`src/rtl/fop_pkg.sv`:
```
package fop_pkg;
  typedef enum logic [3:0] {
    OP_XFER    = 4'd0,
    OP_CMP     = 4'd1,
    OP_PGM_ERS = 4'd2,
    OP_PGM     = 4'd3,
    OP_PGM_BUF = 4'd4,
    OP_REWRITE = 4'd5,
    OP_BUF_RD  = 4'd6,
    OP_BUF_WR  = 4'd7,
    OP_STAT    = 4'd8
  } op_e;

  localparam logic [2:0] DENSITY_CODE = 3'b100;

  function automatic logic op_is_array(op_e o);
    return o inside {OP_XFER, OP_CMP, OP_PGM_ERS, OP_PGM, OP_PGM_BUF, OP_REWRITE};
  endfunction

  function automatic logic op_is_prog(op_e o);
    return o inside {OP_PGM_ERS, OP_PGM, OP_PGM_BUF, OP_REWRITE};
  endfunction

  function automatic logic op_is_buf(op_e o);
    return o inside {OP_BUF_RD, OP_BUF_WR};
  endfunction
endpackage

```
`src/rtl/fop_guard.sv`:
```
module fop_guard
  import fop_pkg::*;
#(
  parameter int PAGE_W     = 12,
  parameter int PROT_PAGES = 256
) (
  input  logic              req_valid_i,
  input  op_e               req_op_i,
  input  logic              req_buf_i,
  input  logic [PAGE_W-1:0] req_page_i,
  input  logic              wp_ni,
  input  logic              dev_rst_ni,
  input  logic              busy_i,
  input  logic              act_buf_i,
  output logic              grant_o,
  output logic              reject_o,
  output logic              start_o
);
  localparam logic [PAGE_W-1:0] PROT_LIM = PAGE_W'(PROT_PAGES);

  logic protected_hit;
  assign protected_hit = op_is_prog(req_op_i) && !wp_ni && (req_page_i < PROT_LIM);

  always_comb begin
    grant_o  = 1'b0;
    reject_o = 1'b0;
    if (req_valid_i) begin
      if (!dev_rst_ni) begin
        reject_o = 1'b1;
      end else if (op_is_array(req_op_i)) begin
        if (busy_i || protected_hit) reject_o = 1'b1;
        else                         grant_o  = 1'b1;
      end else if (op_is_buf(req_op_i)) begin
        // only the buffer owned by the running array op is locked
        if (busy_i && (req_buf_i == act_buf_i)) reject_o = 1'b1;
        else                                    grant_o  = 1'b1;
      end else if (req_op_i == OP_STAT) begin
        grant_o = 1'b1;
      end else begin
        reject_o = 1'b1;
      end
    end
  end

  assign start_o = grant_o && op_is_array(req_op_i);
endmodule

```
`src/rtl/fop_timer.sv`:
```
module fop_timer
  import fop_pkg::*;
#(
  parameter int T_XFER = 12,
  parameter int T_EP   = 40,
  parameter int T_P    = 28
) (
  input  logic clk_i,
  input  logic rst_ni,
  input  logic abort_i,
  input  logic start_i,
  input  op_e  op_i,
  input  logic buf_i,
  output logic busy_o,
  output logic act_buf_o,
  output logic cmp_fin_o
);
  localparam int T_MAX1 = (T_EP > T_P) ? T_EP : T_P;
  localparam int T_MAX  = (T_MAX1 > T_XFER) ? T_MAX1 : T_XFER;
  localparam int CNT_W  = $clog2(T_MAX + 1);
  localparam logic [CNT_W-1:0] D_XFER = CNT_W'(T_XFER);
  localparam logic [CNT_W-1:0] D_EP   = CNT_W'(T_EP);
  localparam logic [CNT_W-1:0] D_P    = CNT_W'(T_P);

  logic [CNT_W-1:0] cnt_q, dur;
  op_e              act_op_q;
  logic             act_buf_q;

  always_comb begin
    unique case (op_i)
      OP_XFER, OP_CMP: dur = D_XFER;
      OP_PGM:          dur = D_P;
      default:         dur = D_EP;
    endcase
  end

  always_ff @(posedge clk_i or negedge rst_ni) begin
    if (!rst_ni) begin
      cnt_q     <= '0;
      act_op_q  <= OP_XFER;
      act_buf_q <= 1'b0;
    end else if (abort_i) begin
      cnt_q <= '0;
    end else if (start_i) begin
      cnt_q     <= dur;
      act_op_q  <= op_i;
      act_buf_q <= buf_i;
    end else if (cnt_q != '0) begin
      cnt_q <= cnt_q - 1'b1;
    end
  end

  assign busy_o    = (cnt_q != '0);
  assign act_buf_o = act_buf_q;
  assign cmp_fin_o = (cnt_q == CNT_W'(1)) && !abort_i && (act_op_q == OP_CMP);
endmodule

```
`src/rtl/fop_status.sv`:
```
module fop_status
  import fop_pkg::*;
(
  input  logic       clk_i,
  input  logic       rst_ni,
  input  logic       busy_i,
  input  logic       cmp_fin_i,
  input  logic       cmp_diff_i,
  output logic [7:0] status_o
);
  logic cmp_q;

  always_ff @(posedge clk_i or negedge rst_ni) begin
    if (!rst_ni)        cmp_q <= 1'b0;
    else if (cmp_fin_i) cmp_q <= cmp_diff_i;
  end

  assign status_o = {~busy_i, cmp_q, DENSITY_CODE, 3'b000};
endmodule

```
`src/rtl/flash_op_arbiter.sv`:
```
module flash_op_arbiter
  import fop_pkg::*;
#(
  parameter int PAGE_W     = 12,
  parameter int PROT_PAGES = 256,
  parameter int T_XFER     = 12,
  parameter int T_EP       = 40,
  parameter int T_P        = 28
) (
  input  logic              clk_i,
  input  logic              rst_ni,
  input  logic              dev_rst_ni,
  input  logic              wp_ni,
  input  logic              req_valid_i,
  input  logic [3:0]        req_op_i,
  input  logic              req_buf_i,
  input  logic [PAGE_W-1:0] req_page_i,
  input  logic              cmp_diff_i,
  output logic [7:0]        status_o,
  output logic              busy_drv_no,
  output logic              grant_o,
  output logic              reject_o
);
  op_e  op;
  logic busy, act_buf, cmp_fin;
  logic grant_d, reject_d, start;
  logic grant_q, reject_q;

  assign op = op_e'(req_op_i);

  fop_guard #(.PAGE_W(PAGE_W), .PROT_PAGES(PROT_PAGES)) u_guard (
    .req_valid_i (req_valid_i),
    .req_op_i    (op),
    .req_buf_i   (req_buf_i),
    .req_page_i  (req_page_i),
    .wp_ni       (wp_ni),
    .dev_rst_ni  (dev_rst_ni),
    .busy_i      (busy),
    .act_buf_i   (act_buf),
    .grant_o     (grant_d),
    .reject_o    (reject_d),
    .start_o     (start)
  );

  fop_timer #(.T_XFER(T_XFER), .T_EP(T_EP), .T_P(T_P)) u_timer (
    .clk_i     (clk_i),
    .rst_ni    (rst_ni),
    .abort_i   (~dev_rst_ni),
    .start_i   (start),
    .op_i      (op),
    .buf_i     (req_buf_i),
    .busy_o    (busy),
    .act_buf_o (act_buf),
    .cmp_fin_o (cmp_fin)
  );

  fop_status u_status (
    .clk_i      (clk_i),
    .rst_ni     (rst_ni),
    .busy_i     (busy),
    .cmp_fin_i  (cmp_fin),
    .cmp_diff_i (cmp_diff_i),
    .status_o   (status_o)
  );

  always_ff @(posedge clk_i or negedge rst_ni) begin
    if (!rst_ni) begin
      grant_q  <= 1'b0;
      reject_q <= 1'b0;
    end else begin
      grant_q  <= grant_d;
      reject_q <= reject_d;
    end
  end

  assign grant_o     = grant_q;
  assign reject_o    = reject_q;
  assign busy_drv_no = ~busy;
endmodule

```
`config.mk`:
```
export PLATFORM = sky130hd
export DESIGN_NAME = flash_op_arbiter
export DESIGN_NICKNAME = d
export VERILOG_FILES = /design/src/rtl/fop_pkg.sv /design/src/rtl/fop_guard.sv /design/src/rtl/fop_timer.sv /design/src/rtl/fop_status.sv /design/src/rtl/flash_op_arbiter.sv
export SDC_FILE = /design/constraint.sdc
export NUM_CORES = 1
export LEC_CHECK = 0
export BUFFER_PORTS_ARGS = -buffer_cell sky130_fd_sc_hd__buf_2
export CELL_PAD_IN_SITES_DETAIL_PLACEMENT = 0
export CELL_PAD_IN_SITES_GLOBAL_PLACEMENT = 1
export CORE_ASPECT_RATIO = 1.4
export CORE_MARGIN = 2
export CORE_UTILIZATION = 35
export CTS_BUF_LIST = sky130_fd_sc_hd__clkbuf_16
export CTS_CLUSTER_SIZE = 28
export DETAILED_ROUTE_END_ITERATION = 6
export PLACE_DENSITY = 0.77
export SLEW_MARGIN = 40
export SYNTH_ARGS = -nofsm -noshare
export SYNTH_HDL_FRONTEND = slang
export SYNTH_HIERARCHICAL = 1
export SYNTH_SLANG_ARGS = --single-unit
```
`constraint.sdc`:
```
create_clock -name clk_i -period 3.1 [get_ports clk_i]
set_input_delay 0.465 -clock clk_i [delete_from_list [all_inputs] [get_ports clk_i]]
set_output_delay 0.465 -clock clk_i [all_outputs]
set_load 0.05 [all_outputs]
```
# Word-level counts from Yosys, hierarchy flattened
# Cells that the tools add are included.
# word_totals
register_bits	14
in_bits	23
output_inout_bits	11
# op_classes
n_addsub	1
n_lt_le_gt_ge	1
n_eq_ne	12
n_mux	18
bitwise_logic	1
n_reduce_logical	15
# ops
operator	count
2-to-1 mux 6 bit	3
equality test 4 x 3 -> 1 bit, second input constant	4
2-to-1 mux 1 bit	14
less-than comparator 12 x 9 -> 1 bit, second input constant	1
case mux 6 bit (2 select lines)	1
nonzero test 6 bit	2
equality test 4 x 1 -> 1 bit, second input constant	2
equality test 4 x 2 -> 1 bit, second input constant	2
equality test 6 x 1 -> 1 bit, second input constant	1
logical AND 1 bit	6
subtractor 6 x 1 -> 6 bit, second input constant	1
equality test 4 bit, second input constant	1
logical NOT 4 bit	1
nonzero test 4 bit	1
inequality test 3 x 1 -> 1 bit, second input constant	1
AND reduction 2 bit	1
nonzero test 2 bit	1
OR reduction 2 bit	1
equality test 1 bit	1
logical NOT 1 bit	1
logical OR 1 bit	1
inverter 1 bit	1

# Depth between registers and ports, before layout
# logic_depth
ltp_word	12
mapped_depth	11

# Hierarchy
# Netlist, hierarchy kept.
# by_module_without_submodules
mod	instances	cells_each	area_each_um2
fop_timer	1	55	605.6
fop_status	1	12	103.8
fop_guard	1	13	88.8
flash_op_arbiter	1	4	57.6

# Worst setup path before layout
# OpenSTA, ideal clock, no wires.
# synth_path
path_type	flip-flop to flip-flop
from	register u_timer.cnt_q[3]
to	register u_timer.cnt_q[5]
arrival_ps	2138
slack_ps	876
stages_incl_launch_ff	11
path_buffers	1
period_less_slack_ps	2224
cell_sequence	dfrtp_1 nor4_4 nand2_2 nor2b_1 nor3_1 o311a_1 and4b_1 clkbuf_1 nand4b_1 nand2_1 nor3_1
# synth_between
elab_chain_len	10
# synth_rtl
element	line_no	text
from (decl)	fop_timer.sv:25	logic [CNT_W-1:0] cnt_q, dur;
from (signal assigned)	fop_timer.sv:45	cnt_q <= dur;
from (signal assigned)	fop_timer.sv:49	cnt_q <= cnt_q - 1'b1;
nonzero test 6 bit *	fop_timer.sv:53	assign busy_o = (cnt_q != '0);
net busy	flash_op_arbiter.sv:25	logic busy, act_buf, cmp_fin;
logical AND 1 bit	fop_guard.sv:35	if (busy_i && (req_buf_i == act_buf_i)) reject_o = 1'b1;
2-to-1 mux 1 bit	fop_guard.sv:35	
2-to-1 mux 1 bit	fop_guard.sv:33	end else if (op_is_buf(req_op_i)) begin
2-to-1 mux 1 bit *	fop_guard.sv:30	end else if (op_is_array(req_op_i)) begin
2-to-1 mux 1 bit *	fop_guard.sv:28	if (!dev_rst_ni) begin
2-to-1 mux 1 bit *	fop_guard.sv:27	if (req_valid_i) begin
logical AND 1 bit *	fop_guard.sv:45	assign start_o = grant_o && op_is_array(req_op_i);
net start	flash_op_arbiter.sv:26	logic grant_d, reject_d, start;
2-to-1 mux 6 bit	fop_timer.sv:44	end else if (start_i) begin
2-to-1 mux 6 bit	fop_timer.sv:42	end else if (abort_i) begin
# Mark *: on every way through the listed nets, which the timed path passes. The rest lies on a longest branch. The select of a mux whose other input is x is not followed.
# A chain may end at the register's enable or synchronous reset.

# Final worst setup path
# layout_path
from	register u_timer.cnt_q[0]
to	register u_timer.act_buf_q (netlist: u_timer/act_buf_o)
# layout_between
elab_chain_len	9
# layout_rtl
element	line_no	text
nonzero test 6 bit *	fop_timer.sv:53	
net busy	flash_op_arbiter.sv:25	
logical AND 1 bit	fop_guard.sv:35	
2-to-1 mux 1 bit	fop_guard.sv:35	
2-to-1 mux 1 bit	fop_guard.sv:33	
2-to-1 mux 1 bit *	fop_guard.sv:30	
2-to-1 mux 1 bit *	fop_guard.sv:28	
2-to-1 mux 1 bit *	fop_guard.sv:27	
logical AND 1 bit *	fop_guard.sv:45	
net start	flash_op_arbiter.sv:26	
AND reduction 2 bit (no line) *	-	
to (signal assigned)	fop_timer.sv:47	act_buf_q <= buf_i;
to (decl)	fop_timer.sv:27	logic act_buf_q;
# Mark *: on every way through the listed nets, which the timed path passes. The rest lies on a longest branch.

==> metrics.md <==
| Metric | Value |
|---|---|
| Outcome | `finished, final reports clean` |
| Unrepaired setup endpoints after global routing | `false` |
| Number of I/O port buffers | `19` |
| Placed insts | `around 120` |
| FF/Latch Area | `about 350 sq um` |
| Syn_area_per_cell | `about 10 sq um` |
| Cell taking the most area after synthesis | `dfrtp_1` |
| Vias in the first global route | `642` |
| Number of diodes | `0` |
| Num ports | `34` |
| Max-slew violations | `0` |
| Dpl cell area | `roughly 950 sq um` |
| Layout Cells excl Fill | `127` |
| Final setup TNS | `0 ns` |
| Dpl hpwl | `1287 um` |
| Die area | `2862 sq um` |
| Post-DR wirelength/cell | `~13 um` |
| Antenna violations before repair | `0` |
| Root buffer cell | `clkbuf_16` |
| Fill cells | `between 200 and 250` |
| Grt ovf | `0` |
| Fmax | `approximately 430 MHz` |
| Commonest cells in the netlist | `dfrtp_1, buf_4, nor2_1` |
| Flops & latches, synth | `14` |
| Post-synthesis mux area share | `a little under a tenth` |
| Post-route cell area | `about 1000 sq um` |
| Final Hold Vio Count | `0` |
| Worst EP required | `3.23 ns` |
| Clock Tree Buf Depth | `2` |
| Die Height | `between 60 and 70 um` |
| Kind of critical path | `flip-flop to flip-flop` |
| CTS tree | `yes` |
| Post-synth top flop | `dfrtp_1` |
| Mapped Cells | `between 80 and 90` |
| Die W | `roughly 46 um` |
| Yosys Warn Count | `6` |
| Finish-stage setup viols | `0` |
| Overall Global Routing Usage | `13.64%` |
| Row Count | `21` |
| Area Growth Syn to Fin | `19.74%` |
| Clock Skews | `around 0.0032 ns` |
| Total wire length | `around 1600 um` |
| RePlAce Congestion | `between 0.7 and 0.8` |
| Total core area | `~2400 sq um` |
| Clock Sink Count | `14` |
| Launching point of the worst reg2reg path | `u_timer/cnt_q[0]$_DFFE_PN0P_` |
| Worst hold path type | `input pin to async pin` |
| Post-CTS setup buffer count | `0` |
| Final period util | `between 70% and 80%` |
| Startpoint Class | `flip-flop` |
| DR vias | `632` |
| R2R setup slack | `roughly 0.76 ns` |
| Via/cell ratio | `4.976` |
| Largest net degree at the start of global routing | `15` |
| Synth Area in Compound Gates | `under 10%` |
| Clock slew at reported path FFs | `around 0.050 ns` |
| Max_cap viols | `0` |
| Max H-tree Level | `1` |
| Fraction of layout cells with a size suffix above 1 | `roughly a third` |
| RR Endpoint | `u_timer/act_buf_o$_DFFE_PN0P_` |
| VDD IR max | `between 0.5 and 0.6 mV` |
| Post-route DRC violation count | `0` |
| Fin crit period | `approximately 2.3 ns` |
| CP Capture Type | `flip-flop` |
| Worst-path fanout max | `10` |
| Final #Nets | `roughly 130` |
| Post-synthesis cell type count | `32` |
| Initial drt markers | `6` |
| Area of the multi-input gates | `between 400 and 500 sq um` |
| Worst path arrival time | `2.47 ns` |
| First-pass GRT wire length | `approximately 2800 um` |
| Final Util | `43.33%` |
| Top-count cell post-synth | `dfrtp_1` |
| Worst-Skew Late Latency | `between 0.2 and 0.25 ns` |
| Mapped Area | `855.8 sq um` |
| Post-cts repair resize count | `0` |
| Post-Synth Adder-Cell Area | `4.386%` |
| Starting Density | `36.19%` |
| Largest cells by area after synthesis | `dfrtp_1, mux2_2, buf_4` |
| Sequential-to-total area share from yosys stat | `approximately two fifths` |
| Worst reg2reg path depth | `9` |
| Total iterations of the first detailed-routing run | `4` |
| Simple-gate portion of the synthesized area | `around a fifth` |
| Leak | `0.5231 nW` |
| Post-synthesis xor/xnor area fraction | `about 4%` |
| Final Total Pwr | `between 1 and 1.5 mW` |
| CTS Buf Count | `3` |
| Pwr/cell area | `between 1000 and 1500 nW/um^2` |
| Main combinational cell family by area after synthesis | `simple AND/OR/NAND/NOR gates` |
| EDFF count, synth | `0` |
| Hold Buf Count CTS | `0` |
| Post-synthesis async set-or-reset flop share | `100.0%` |
| Synth top area share | `between 40% and 50%` |
| Antenna Nets Post-Route | `0` |
[sequential cells by signal, summed over array words and instances, names as in the netlist]
| register | flops |
|---|---|
| u_timer/cnt_q | 6 |
| u_timer/act_op_q | 4 |
| grant_o | 1 |
| reject_o | 1 |
| u_status/cmp_q | 1 |
| u_timer/act_buf_o | 1 |
[where the power goes]
group	switching (mW)	total [mW]	leakage (nW)	internal (mW)
combinational	0.296	0.493	0.302	0.197
clock	0.0733	0.244	0.0385	0.170
sequential	0.0643	0.320	0.183	0.256
total	0.433	1.06	0.523	0.624
[stage by stage]
stage	hold WS (ns)	worst slack [ns]
floorplan	0.1694	0.8760
global placement	0.3756	0.7892
detailed placement	0.3798	0.7445
CTS	0.1213	0.7323
global route	0.1406	0.5886
finish	0.1117	0.7569
[placed cells by master, fill, tap and decap left out, types with 2 or more instances in the layout]
master	Yosys	routed
a21oi_1	4	4
and4b_1	2	2
buf_2	0	19
clkbuf_16	0	3
conb_1	2	6
dfrtp_1	14	14
ha_1	3	3
inv_1	6	6
mux2_2	5	5
nand2_1	3	3
nand2b_1	2	2
nor2_1	7	7
nor2b_1	3	3
nor3_1	4	4
o31ai_1	2	2
xnor2_1	3	3
[layout make-up]
type	instances	area share, %
Clock buffer	3	7.326
Clock inverter	1	0.3663
Inverter	6	2.198
Multi-Input combinational cell	60	43.10
Sequential cell	14	34.19
Tap cell	23	2.808
Timing Repair Buffer	20	10.01
[worst max-delay path by stage]
stage | cells past startpoint | start | end
after CTS | 9 | u_timer/cnt_q[0]$_DFFE_PN0P_ | u_timer/act_op_q[0]$_DFFE_PN0P_
after global routing | 9 | u_timer/cnt_q[0]$_DFFE_PN0P_ | u_timer/act_op_q[0]$_DFFE_PN0P_
after detailed placement | 9 | u_timer/cnt_q[0]$_DFFE_PN0P_ | u_timer/act_op_q[0]$_DFFE_PN0P_
after floorplan | 10 | u_timer/cnt_q[3]$_DFFE_PN0P_ | u_timer/cnt_q[5]$_DFFE_PN0P_
final | 9 | u_timer/cnt_q[0]$_DFFE_PN0P_ | u_timer/act_buf_o$_DFFE_PN0P_
after global placement | 9 | u_timer/cnt_q[0]$_DFFE_PN0P_ | u_timer/act_op_q[0]$_DFFE_PN0P_
[worst max-delay path: stages (launching register included)]
cell	delay [ns]
dfrtp_1	0.40
inv_1	0.08
ha_1	0.23
nand2_2	0.17
nor2b_1	0.19
nor3_1	0.06
o311a_1	0.32
and4b_1	0.23
nand2b_1	0.20
mux2_2	0.36
[kinds of logic after synthesis]
group | count (synthesis)
adder cells (fa/ha/maj) | 3
flip-flops | 14
buffers and inverters | 14
AO/OA/AOI/OAI | 11
other | 2
multiplexers | 7
AND/OR/NAND/NOR | 29
XOR/XNOR | 4
[routing by layer]
layer | vias up | track usage [%] | wire length, um
met5 | - | 0 | 0
met2 | 9 | 22.54 | 925
met4 | 0 | 7.500 | 40
li1 | 319 | - | -
met3 | 5 | 3.468 | 56
met1 | 299 | 15.13 | 583
Note: power is estimated with default switching activity, not from simulation.
